$ cat config.mk
export PLATFORM = sky130hd
export DESIGN_NAME = i2c_cmd_master
export DESIGN_NICKNAME = d
export VERILOG_FILES = /design/src/rtl/i2cm_pkg.sv /design/src/rtl/i2cm_fifo.sv /design/src/rtl/i2cm_phase_timer.sv /design/src/rtl/i2c_cmd_master.sv
export SDC_FILE = /design/constraint.sdc
export NUM_CORES = 1
export LEC_CHECK = 0
export ABC_AREA = 1
export CAP_MARGIN = 20
export CORE_ASPECT_RATIO = 0.6
export CORE_UTILIZATION = 29
export DETAILED_ROUTE_END_ITERATION = 8
export MAX_ROUTING_LAYER = met4
export PLACE_DENSITY = 0.48
export SLEW_MARGIN = 20
export SYNTH_ARGS = -nofsm -noshare
export SYNTH_HDL_FRONTEND = slang
export SYNTH_SLANG_ARGS = --single-unit
export TNS_END_PERCENT = 1
$ cat constraint.sdc
create_clock -name clk -period 3.91 [get_ports clk]
set_input_delay 0.782 -clock clk [delete_from_list [all_inputs] [get_ports clk]]
set_output_delay 0.782 -clock clk [all_outputs]
set_load 0.01 [all_outputs]
$ cat src/rtl/i2cm_pkg.sv
package i2cm_pkg;
  localparam int CMD_W = 10;

  typedef enum logic [3:0] {
    ST_IDLE, ST_START, ST_BIT_LO, ST_BIT_HI, ST_WAIT,
    ST_RS_LO, ST_RS_HI, ST_STOP_LO, ST_STOP_HI, ST_STOP_END
  } i2cm_state_e;

  function automatic logic [7:0] cmd_byte(input logic [CMD_W-1:0] w);
    return w[7:0];
  endfunction

  function automatic logic cmd_begin(input logic [CMD_W-1:0] w);
    return w[8];
  endfunction

  function automatic logic cmd_end(input logic [CMD_W-1:0] w);
    return w[9];
  endfunction
endpackage

$ cat src/rtl/i2cm_fifo.sv
module i2cm_fifo #(
  parameter int W     = 10,
  parameter int DEPTH = 8
) (
  input  logic         clk,
  input  logic         rst,
  input  logic         push,
  input  logic [W-1:0] push_data,
  input  logic         pop,
  input  logic         flush,
  output logic [W-1:0] head,
  output logic         full,
  output logic         empty
);
  localparam int AW = $clog2(DEPTH);

  logic [W-1:0] mem [DEPTH];
  logic [AW-1:0] wptr, rptr;
  logic [AW:0]   cnt;

  wire do_push = push && !full;
  wire do_pop  = pop && !empty;

  assign full  = (cnt == (AW+1)'(DEPTH));
  assign empty = (cnt == '0);
  assign head  = mem[rptr];

  always_ff @(posedge clk) begin
    if (do_push && !flush) mem[wptr] <= push_data;
  end

  always_ff @(posedge clk) begin
    if (rst || flush) begin
      wptr <= '0;
      rptr <= '0;
      cnt  <= '0;
    end else begin
      if (do_push) wptr <= (wptr == AW'(DEPTH-1)) ? '0 : wptr + 1'b1;
      if (do_pop)  rptr <= (rptr == AW'(DEPTH-1)) ? '0 : rptr + 1'b1;
      cnt <= cnt + (AW+1)'(do_push) - (AW+1)'(do_pop);
    end
  end
endmodule

$ cat src/rtl/i2cm_phase_timer.sv
module i2cm_phase_timer #(
  parameter int W = 8
) (
  input  logic         clk,
  input  logic         rst,
  input  logic         clear,
  input  logic         en,
  input  logic [W-1:0] limit,
  output logic         done
);
  logic [W-1:0] cnt;

  assign done = en && (cnt == limit - W'(1));

  always_ff @(posedge clk) begin
    if (rst || clear || done) cnt <= '0;
    else if (en)              cnt <= cnt + W'(1);
  end
endmodule

$ cat src/rtl/i2c_cmd_master.sv
module i2c_cmd_master #(
  parameter int DIV_W   = 8,
  parameter int DEPTH   = 8,
  parameter int DIV_RST = 4
) (
  input  logic       clk,
  input  logic       rst,
  input  logic       wr_en,
  input  logic [1:0] wr_addr,
  input  logic [9:0] wr_data,
  input  logic       scl_in,
  input  logic       sda_in,
  output logic       scl_oe,
  output logic       sda_oe,
  output logic       irq_tx_req,
  output logic       nack_flag,
  output logic       fifo_full,
  output logic       fifo_empty
);
  import i2cm_pkg::*;

  localparam logic [3:0] ACK_BIT = 4'd8;

  function automatic logic [DIV_W-1:0] phase_len(input logic [DIV_W-1:0] v);
    return (v < DIV_W'(2)) ? DIV_W'(2) : v;
  endfunction

  logic [DIV_W-1:0] div_hi_q, div_lo_q;
  i2cm_state_e      st_q, st_d;
  logic [3:0]       bit_q, bit_d;
  logic [7:0]       sh_q, sh_d;
  logic             endf_q, endf_d;
  logic             sda_want, nack_q;
  logic             pop, flush, nack_set, start_pop;
  logic [CMD_W-1:0] head;
  logic             t_done, t_en, t_clear, lo_phase;
  logic [DIV_W-1:0] t_limit;

  // named events for the bound checker
  logic bus_idle, sda_edge_ok, ev_start_pop, ev_nack;

  always_ff @(posedge clk) begin
    if (rst) begin
      div_hi_q <= DIV_W'(DIV_RST);
      div_lo_q <= DIV_W'(DIV_RST);
    end else if (wr_en) begin
      if (wr_addr == 2'd1) div_hi_q <= wr_data[DIV_W-1:0];
      if (wr_addr == 2'd2) div_lo_q <= wr_data[DIV_W-1:0];
    end
  end

  i2cm_fifo #(.W(CMD_W), .DEPTH(DEPTH)) u_fifo (
    .clk(clk), .rst(rst),
    .push(wr_en && wr_addr == 2'd0), .push_data(wr_data),
    .pop(pop), .flush(flush),
    .head(head), .full(fifo_full), .empty(fifo_empty)
  );

  assign lo_phase = (st_q == ST_BIT_LO) || (st_q == ST_RS_LO) || (st_q == ST_STOP_LO);
  assign t_limit  = lo_phase ? phase_len(div_lo_q) : phase_len(div_hi_q);
  assign t_clear  = (st_q == ST_IDLE) || (st_q == ST_WAIT);
  always_comb begin
    case (st_q)
      ST_BIT_HI, ST_RS_HI, ST_STOP_HI: t_en = scl_in;
      ST_IDLE, ST_WAIT:                t_en = 1'b0;
      default:                         t_en = 1'b1;
    endcase
  end

  i2cm_phase_timer #(.W(DIV_W)) u_timer (
    .clk(clk), .rst(rst), .clear(t_clear), .en(t_en),
    .limit(t_limit), .done(t_done)
  );

  always_comb begin
    st_d = st_q; bit_d = bit_q; sh_d = sh_q; endf_d = endf_q;
    pop = 1'b0; flush = 1'b0; nack_set = 1'b0; start_pop = 1'b0;
    case (st_q)
      ST_IDLE: if (!fifo_empty) begin
        pop = 1'b1;
        if (cmd_begin(head)) begin
          start_pop = 1'b1;
          sh_d = cmd_byte(head); endf_d = cmd_end(head);
          st_d = ST_START;
        end
      end
      ST_START: if (t_done) begin st_d = ST_BIT_LO; bit_d = '0; end
      ST_BIT_LO: if (t_done) st_d = ST_BIT_HI;
      ST_BIT_HI: if (t_done) begin
        if (bit_q == ACK_BIT) begin
          if (sda_in) begin
            nack_set = 1'b1; flush = 1'b1; st_d = ST_STOP_LO;
          end else if (endf_q) begin
            st_d = ST_STOP_LO;
          end else if (fifo_empty) begin
            st_d = ST_WAIT;
          end else begin
            pop = 1'b1; sh_d = cmd_byte(head); endf_d = cmd_end(head);
            if (cmd_begin(head)) begin start_pop = 1'b1; st_d = ST_RS_LO; end
            else begin bit_d = '0; st_d = ST_BIT_LO; end
          end
        end else begin
          bit_d = bit_q + 4'd1; sh_d = {sh_q[6:0], 1'b0}; st_d = ST_BIT_LO;
        end
      end
      ST_WAIT: if (!fifo_empty) begin
        pop = 1'b1; sh_d = cmd_byte(head); endf_d = cmd_end(head);
        if (cmd_begin(head)) begin start_pop = 1'b1; st_d = ST_RS_LO; end
        else begin bit_d = '0; st_d = ST_BIT_LO; end
      end
      ST_RS_LO:    if (t_done) st_d = ST_RS_HI;
      ST_RS_HI:    if (t_done) st_d = ST_START;
      ST_STOP_LO:  if (t_done) st_d = ST_STOP_HI;
      ST_STOP_HI:  if (t_done) st_d = ST_STOP_END;
      ST_STOP_END: if (t_done) st_d = ST_IDLE;
      default:     st_d = ST_IDLE;
    endcase
  end

  always_comb begin
    case (st_q)
      ST_BIT_LO, ST_BIT_HI: sda_want = (bit_q != ACK_BIT) && !sh_q[7];
      ST_START, ST_STOP_LO, ST_STOP_HI: sda_want = 1'b1;
      default: sda_want = 1'b0;
    endcase
  end

  always_ff @(posedge clk) begin
    if (rst) begin
      st_q <= ST_IDLE; bit_q <= '0; sh_q <= '0; endf_q <= 1'b0;
      sda_oe <= 1'b0; nack_q <= 1'b0;
    end else begin
      st_q <= st_d; bit_q <= bit_d; sh_q <= sh_d; endf_q <= endf_d;
      sda_oe <= sda_want;
      if (nack_set)       nack_q <= 1'b1;
      else if (start_pop) nack_q <= 1'b0;
    end
  end

  assign scl_oe       = (st_q == ST_BIT_LO) || (st_q == ST_WAIT) ||
                        (st_q == ST_RS_LO) || (st_q == ST_STOP_LO);
  assign irq_tx_req   = (st_q == ST_WAIT);
  assign nack_flag    = nack_q;
  assign bus_idle     = (st_q == ST_IDLE);
  assign sda_edge_ok  = (st_q == ST_START) || (st_q == ST_STOP_END);
  assign ev_start_pop = start_pop;
  assign ev_nack      = nack_set;
endmodule

==> results of run 1 <==
## how the worst max path moves through the flow
| stage | startpoint | endpoint | slack (ns) | depth (start not counted) |
|---|---|---|---|---|
| floorplan | st_q[3] | u_fifo.cnt[1] | 0.63 | 22 |
| global placement | st_q[2] | u_fifo.cnt[1] | 0.25 | 21 |
| detailed placement | st_q[2] | u_fifo.cnt[1] | 0.16 | 21 |
| CTS | st_q[2] | u_fifo.cnt[3] | 0.14 | 22 |
| global route | st_q[2] | u_fifo.cnt[3] | -0.007 | 22 |
| finish | st_q[3] | u_fifo.cnt[1] | 0.28 | 21 |
## what timing repair did
action	in CTS	in global routing
resized for setup	0	12
setup endpoints to repair	0	13
buffers inserted	0	2
## flip-flops by register name, summed over array words and instances, names as in the netlist, named ones only
register     cells
u_fifo.mem      80
div_hi_q         8
div_lo_q         8
sh_q             8
u_timer.cnt      8
bit_q            4
st_q             4
u_fifo.cnt       4
u_fifo.rptr      3
u_fifo.wptr      3
endf_q           1
nack_flag        1
sda_oe           1
## critical path: cells and delay by family, from the launching register on
family        cells  cell delay [ns]
simple gates     11             1.34
fa+ha+maj         4             1.12
flops             1             0.43
buf+inv           5             0.37
xor+xnor          1             0.21
## final cells by class
class | instances | area [um^2] | share of cell area (%)
flip-flops and latches | 136 | 3528 | 43.94
multi-input cells | 547 | 2791 | 34.76
clock buffers | 17 | 425.4 | 5.298
repair buffers | 49 | 422.9 | 5.266
well taps | 308 | 385.4 | 4.799
inverters | 80 | 300.3 | 3.739
clock inverters | 15 | 176.4 | 2.197
## where the power goes
part | leakage (nW) | total, mW | internal, mW | switching [mW]
combinational | 1.57 | 1.95 | 0.659 | 1.29
sequential | 1.18 | 1.74 | 1.63 | 0.109
clock | 0.291 | 1.67 | 1.00 | 0.661
total | 3.04 | 5.36 | 3.30 | 2.06
## metal layers
metal	track usage [%]	routed length, um
met5	-	0
met1	27.02	10280
met4	4.312	127
met2	20.59	6831
met3	5.228	1440
## cells in the final DEF, fill, tap and decap left out, types with 11 or more instances in the layout
| cell | count |
|---|---|
| nand2_1 | 133 |
| o21ai_0 | 79 |
| dfxtp_1 | 52 |
| edfxtp_1 | 80 |
| nor3_1 | 11 |
| a21oi_1 | 47 |
| buf_4 | 27 |
| ha_1 | 13 |
| nand3_1 | 40 |
| o22ai_1 | 12 |
| inv_1 | 74 |
| clkdlybuf4s50_1 | 22 |
| nor2_1 | 130 |
| clkbuf_16 | 17 |
## cell families (layout without fill, tap and decap cells)
kind of cell,count (synthesis),in the layout,synth area share (%)
simple gates,350,350,22.35
compound gates,172,172,14.65
flops,136,136,52.54
buf+inv,107,161,6.250
fa+ha+maj,15,15,2.910
xor+xnor,10,10,1.306
==> metrics.md, run 1 <==
| Metric | Value |
|---|---|
| DIE HEIGHT | 119.8 um |
| Seq/Total Area, Yosys | 52.54% |
| Crit share post-route | 92.75% |
| Outcome | complete, no violations |
| Asr flop ratio synth | 0% |
| GP Congestion | 0.9243 |
| Most used DFF post-synth | edfxtp_1 |
| Post-route minimum period | 3.626 ns |
| Pwr Total | 5.360 mW |
| Post-Syn Area | 6706 um^2 |
| Clk_skew | 0.01379 ns |
| Warnings from Yosys | 0 |
| Most used cell, CP | inv_1 |
| First-pass GRT wire length | 29700 um |
| FILL cells | 2310 |
| Crit path cell chain | inv_2 -> nand3_4 -> nand2_4 -> inv_1 -> nand3_1 -> nand2_1 -> inv_2 -> ha_2 -> xor2_1 -> nand3_1 -> nor2_1 -> nand4_1 -> nor2_2 -> nand4_1 -> nand2_2 -> ha_1 -> inv_1 -> ha_1 -> fa_1 -> inv_1 -> nor2_1 |
| Pleak | 3.040 nW |
| Initial DRC Count | 539 |
| I/O Pins | 23 |
| R2R Setup Slk | 0.28 ns |
| Worst setup EP type | register |
| Clk sinks | 136 |
| Post-synth cell types | 43 |
| CTS Hold Buffers Added | 0 |
| Placed Instance Area | 7381 um^2 |
| Setup crit start kind | register |
| DRT Wirelength | 18680 um |
| Vias in the first global route | 5205 |
| Endpoints failing setup | 0 |
| Area leader, netlist | edfxtp_1 |
| # diodes | 0 |
| Post-Layout Cell Count | 1152 |
| Fraction of layout cells with a size suffix above 1 | 10.78% |
| Hold wc startpoint | div_lo_q[7] |
| Core Util, Final | 35.96% |
| Die Area | 23760 um^2 |
| Slew headroom | 30.64% |
| Clock Latency Late Sink | 0.42 ns |
| FP Rows | 42 |
| Synth Instances | 790 |
| Crit path max-delay cell type | dfxtp_2 |
| Worst hold endpoint | div_lo_q[7] |
| R2r endpoint | u_fifo.cnt[1] |
| CTS tree | built |
| Post-synth EDFFs | 80 |
| Worst reg2reg path depth | 21 |
| Dpl hpwl | 13270 um |
| Hold path depth | 2 |
| Final WS setup | 0.2835 ns |
| Post-Route Setup TNS | 0 ns |
| PD cells | 667.5 nW/um^2 |
| Slowest stage delay, CP | 0.43 ns |
| Clock slew at reported path FFs | 0.07 ns |
| Nets | 863 |
| Starting Density | 30.03% |
| Flops & latches, synth | 136 |
| Total grt overflow | 0 |
| Final Instance Area | 8030 um^2 |
| GRT Total Usage | 17.27% |
| CTS Buf Count | 17 |
| Largest net degree at the start of global routing | 37 |
| I/O Buffers | 22 |
| CP Data Arrival Time | 3.93 ns |
| Net Count, Synth | 822 |
| WP data required | 4.21 ns |
| Yosys top cell area share | 35.82% |
| Hold slack | 0.4808 ns |
| Initial antenna violation count | 0 |
| Core area | 22330 um^2 |
| Top cells by area, synth | edfxtp_1 36%, dfxtp_1 17%, nand2_1 7.5%, nor2_1 7.3%, o21ai_0 6.0% |
| H-tree depth | 4 |
| Reg-to-Reg Start | st_q[3] |
| Post-route ant nets | 0 |
| Slew Viols, Final | 0 |
| Hold crit path type | reg -> reg |
| VDD IR max | 0.0003281 V |
| Cells after DPL | 1118 |
| Mean Syn Cell Area | 8.489 um^2 |
| Crit path max fanout | 8 |
| Layout area overhead | 19.74% |
| Worst Max-Slew Pin Slew | 1.037 ns |
| Drt first pass iters | 5 |
| Hold Vio Cnt, Final | 0 |
| DIE WIDTH | 198.3 um |
| Max Fclk | 275.8 MHz |
| Commonest cells post-synth | 134 x nand2_1, 130 x nor2_1, 80 x edfxtp_1, 80 x o21ai_0, 75 x inv_1 |
| Setup CP Type | reg -> reg |
| Max Cap Violations | 0 |
| Root buffer cell | clkbuf_16 |
| Drt wl/cell | 16.21 um |
| Pre-CTS setup slack | 0.1579 ns |
| Max Buffers Root-to-Sink | 2 |
| Number of remaining DRC errors | 0 |
| DR vias/cell | 4.859 |
| Most common cell in the netlist | nand2_1 |
| Via count | 5597 |
Power figures use the tool's default switching activity.
==> inputs of run 2 (changes only) <==
--- a/config.mk
+++ b/config.mk
@@ -5,7 +5,6 @@
 export SDC_FILE = /design/constraint.sdc
 export NUM_CORES = 1
 export LEC_CHECK = 0
-export ABC_AREA = 1
 export CAP_MARGIN = 20
 export CORE_ASPECT_RATIO = 0.6
 export CORE_UTILIZATION = 29
==> metrics.md, run 2 <==
| Metric | Value |
|---|---|
| Starting Density | 29.73% (-0.29 points) |
| Asr flop ratio synth | 0% (unchanged) |
| Net Count, Synth | 599 (-27%) |
| Warnings from Yosys | 0 (unchanged) |
| Via count | 4899 (-12%) |
| Initial antenna violation count | 0 (unchanged) |
| Worst setup EP type | register |
| H-tree depth | 4 (unchanged) |
| Clock slew at reported path FFs | 0.06 ns (about the same) |
| Dpl hpwl | 13120 um (-1.1%) |
| I/O Buffers | 22 (unchanged) |
| Final WS setup | -0.3344 ns (-0.6179 ns) |
| Clock Latency Late Sink | 0.43 ns (about the same) |
| R2r endpoint | u_fifo.cnt[1] |
| Commonest non-fill, non-tap cell in the layout | edfxtp_1 |
| Drt first pass iters | 5 (unchanged) |
| Post-synth EDFFs | 80 (unchanged) |
| Max Cap Violations | 0 (unchanged) |
| FILL cells | 2162 (-6.4%) |
| Flops & latches, synth | 136 (unchanged) |
| Number of remaining DRC errors | 0 (unchanged) |
| Reg-to-Reg Start | div_hi_q[4] |
| FP Rows | 42 (unchanged) |
| RSZ-0062 raised after global routing | yes |
| Post-synth cell types | 65 (+51%) |
| PD cells | 596.5 nW/um^2 (-11%) |
| WP data required | 4.23 ns (+0.02 ns) |
| Outcome | complete, but fails checks |
| GRT Total Usage | 17.09% (-0.18 points) |
| Placed Instance Area | 7644 um^2 (+3.6%) |
| Slowest stage delay, CP | 0.53 ns (+0.10 ns) |
| Crit path max-delay cell type | or4_4 |
| Synth Instances | 567 (-28%) |
| Layout area overhead | 28.29% |
| Endpoints failing setup | 92 (+92) |
| Max Fclk | 235.6 MHz (-15%) |
| Yosys top cell area share | 36.43% (+0.61 points) |
| Total grt overflow | 0 (unchanged) |
| Most frequent cells in the layout | 80 x edfxtp_1, 72 x buf_4, 67 x nor2_1 |
| Clk sinks | 136 (unchanged) |
| CP bufs+invs | 2 (-3) |
| Nets | 690 (-20%) |
| VDD IR max | 0.0002608 V (-21%) |
| Failing checks | negative setup slack |
| DRT Wirelength | 18190 um (-2.6%) |
| Worst reg2reg path depth | 16 (-24%) |
| CP startpoint | div_hi_q[4] |
| GP Congestion | 0.9184 (-0.64%) |
| Largest Register | u_fifo.mem |
| DIE WIDTH | 196.7 um (-0.83%) |
| First-pass GRT wire length | 28600 um (-3.7%) |
| Post-route ant nets | 0 (unchanged) |
| Post-route minimum period | 4.244 ns (+0.6179 ns) |
| CP Data Arrival Time | 4.57 ns (+0.64 ns) |
| Hold Vio Cnt, Final | 0 (unchanged) |
| Crit share post-route | 108.6% (+16 points) |
| Mean Syn Cell Area | 11.63 um^2 (+37%) |
| Worst Max-Slew Pin Slew | 0.8888 ns (-0.1478 ns) |
| Commonest cells post-synth | 80 x edfxtp_1, 70 x nor2_1, 56 x dfxtp_1, 37 x mux2i_1, 30 x a21oi_1 |
| Most used DFF post-synth | edfxtp_1 |
| Crit path cell chain | or4_4 -> o41ai_2 -> mux2i_1 -> inv_1 -> ha_2 -> xor2_1 -> a21boi_2 -> o211a_1 -> or4b_4 -> or4_4 -> o21ai_2 -> ha_1 -> inv_1 -> ha_2 -> fa_1 -> and3_1 |
| Area leader, netlist | edfxtp_1 |
| Core Util, Final | 38.15% (+2.2 points) |
| Most common cell in the netlist | edfxtp_1 |
| Post-Syn Area | 6594 um^2 (-1.7%) |
| Core area | 22180 um^2 (-0.71%) |
| Post-Layout Cell Count | 978 (-15%) |
| Worst hold endpoint | nack_flag |
| Hold path depth | 2 (unchanged) |
| Seq/Total Area, Yosys | 53.43% (+0.90 points) |
| CTS tree | built |
| Slew Viols, Final | 0 (unchanged) |
| Hold wc startpoint | nack_flag |
| CTS Buf Count | 17 (unchanged) |
| I/O Pins | 23 (unchanged) |
| DR vias/cell | 5.009 (+3.1%) |
| Setup crit start kind | register |
| Hold crit path type | reg -> reg |
| R2R Setup Slk | -0.33 ns (-0.62 ns) |
| Vias in the first global route | 4874 (-6.4%) |
| Largest net degree at the start of global routing | 25 (-32%) |
| Clk_skew | 0.01255 ns (-0.001244 ns) |
| Die Area | 23360 um^2 (-1.7%) |
| Final Instance Area | 8459 um^2 (+5.3%) |
| Fraction of layout cells with a size suffix above 1 | 24.93% (+14 points) |
| DIE HEIGHT | 118.8 um (-0.83%) |
| Pre-CTS setup slack | -0.5407 ns (-0.6986 ns) |
| Root buffer cell | clkbuf_16 |
| # diodes | 0 (unchanged) |
| Initial DRC Count | 420 (-22%) |
| Slew headroom | 39.05% (+8.4 points) |
| Pleak | 3.150 nW (+3.6%) |
| Setup CP Type | reg -> reg |
| Max Buffers Root-to-Sink | 2 (unchanged) |
| Crit path max fanout | 3 (-5) |
| CP delay by family, top | simple AND/OR/NAND/NOR gates |
| Drt wl/cell | 18.60 um (+15%) |
| Top cells by area, synth | edfxtp_1 36%, dfxtp_1 17%, mux4_2 7.2%, mux2i_1 5.6%, nor2_1 4.0% |
| Cells after DPL | 935 (-16%) |
| Max FFs per register | 80 (unchanged) |
-- run 2: cell type report --
| type | count | area [um^2] | area share [%] |
|---|---|---|---|
| inverter | 16 | 60.06 | 0.7100 |
| timing repair buffer | 102 | 877.1 | 10.37 |
| clock buffer | 17 | 425.4 | 5.029 |
| sequential | 136 | 3525 | 41.67 |
| multi-input combinational | 385 | 2969 | 35.10 |
| tap | 308 | 385.4 | 4.556 |
| clock inverter | 14 | 217.7 | 2.574 |
-- run 2: how the worst max path moves through the flow --
stage                                   to  cells after the start  slack, ns
after CTS                 u_fifo.mem[0][8]                     15      -0.27
after global routing         u_fifo.cnt[1]                     16      -0.56
final                        u_fifo.cnt[1]                     16      -0.33
after floorplan              u_fifo.cnt[1]                     18      -0.48
after detailed placement     u_fifo.cnt[1]                     14      -0.54
after global placement       u_fifo.cnt[1]                     14      -0.47
-- run 2: metrics by stage --
step	power, mW	hold WS [ns]	setup TNS [ns]
final	5.046	0.4850	-15.17
after global routing	5.314	0.5222	-36.29
after CTS	5.056	0.5024	-13.75
after detailed placement	3.187	0.4851	-28.21
after global placement	3.161	0.4737	-19.99
after floorplan	2.701	0.4576	-27.06
-- run 2: routing by layer --
metal	track usage [%]	part of all wire, %	up-vias
met2	21.72	40	116
met5	-	0	-
met3	4.538	5.2	15
met4	4.942	1.0	0
li1	-	-	2315
met1	25.85	54	2453
-- run 2: kinds of logic after synthesis --
group           count (synthesis)  synth area share [%]
simple gates                  195                 15.41
buf+inv                        46                 2.922
xor+xnor                       16                 2.125
compound gates                 97                 9.678
flops                         136                 53.43
fa+ha+maj                      15                 2.960
mux                            62                 13.47
-- run 2: tightest hold or removal path, cell delays in order (launching register included) --
cell and delay [ns]:
dfxtp_1 0.32, inv_1 0.06, a221oi_2 0.05
-- run 2: report_power, final --
group / leakage [nW] / total (mW) / internal [mW] / switching [mW]
Clock: 0.309 / 1.78 / 1.13 / 0.642
Sequential: 1.18 / 1.73 / 1.62 / 0.103
Combinational: 1.66 / 1.54 / 0.735 / 0.809
Total: 3.15 / 5.05 / 3.49 / 1.55
-- run 2: timing repair --
item / CTS / global route
endpoints found under the setup margin: 101 / 110
resized for setup: 20 / 5
endpoints found under the hold margin: 0 / 0
pin swaps: 2 / 3
buffers inserted: 11 / 1
hold buffers: 0 / 0
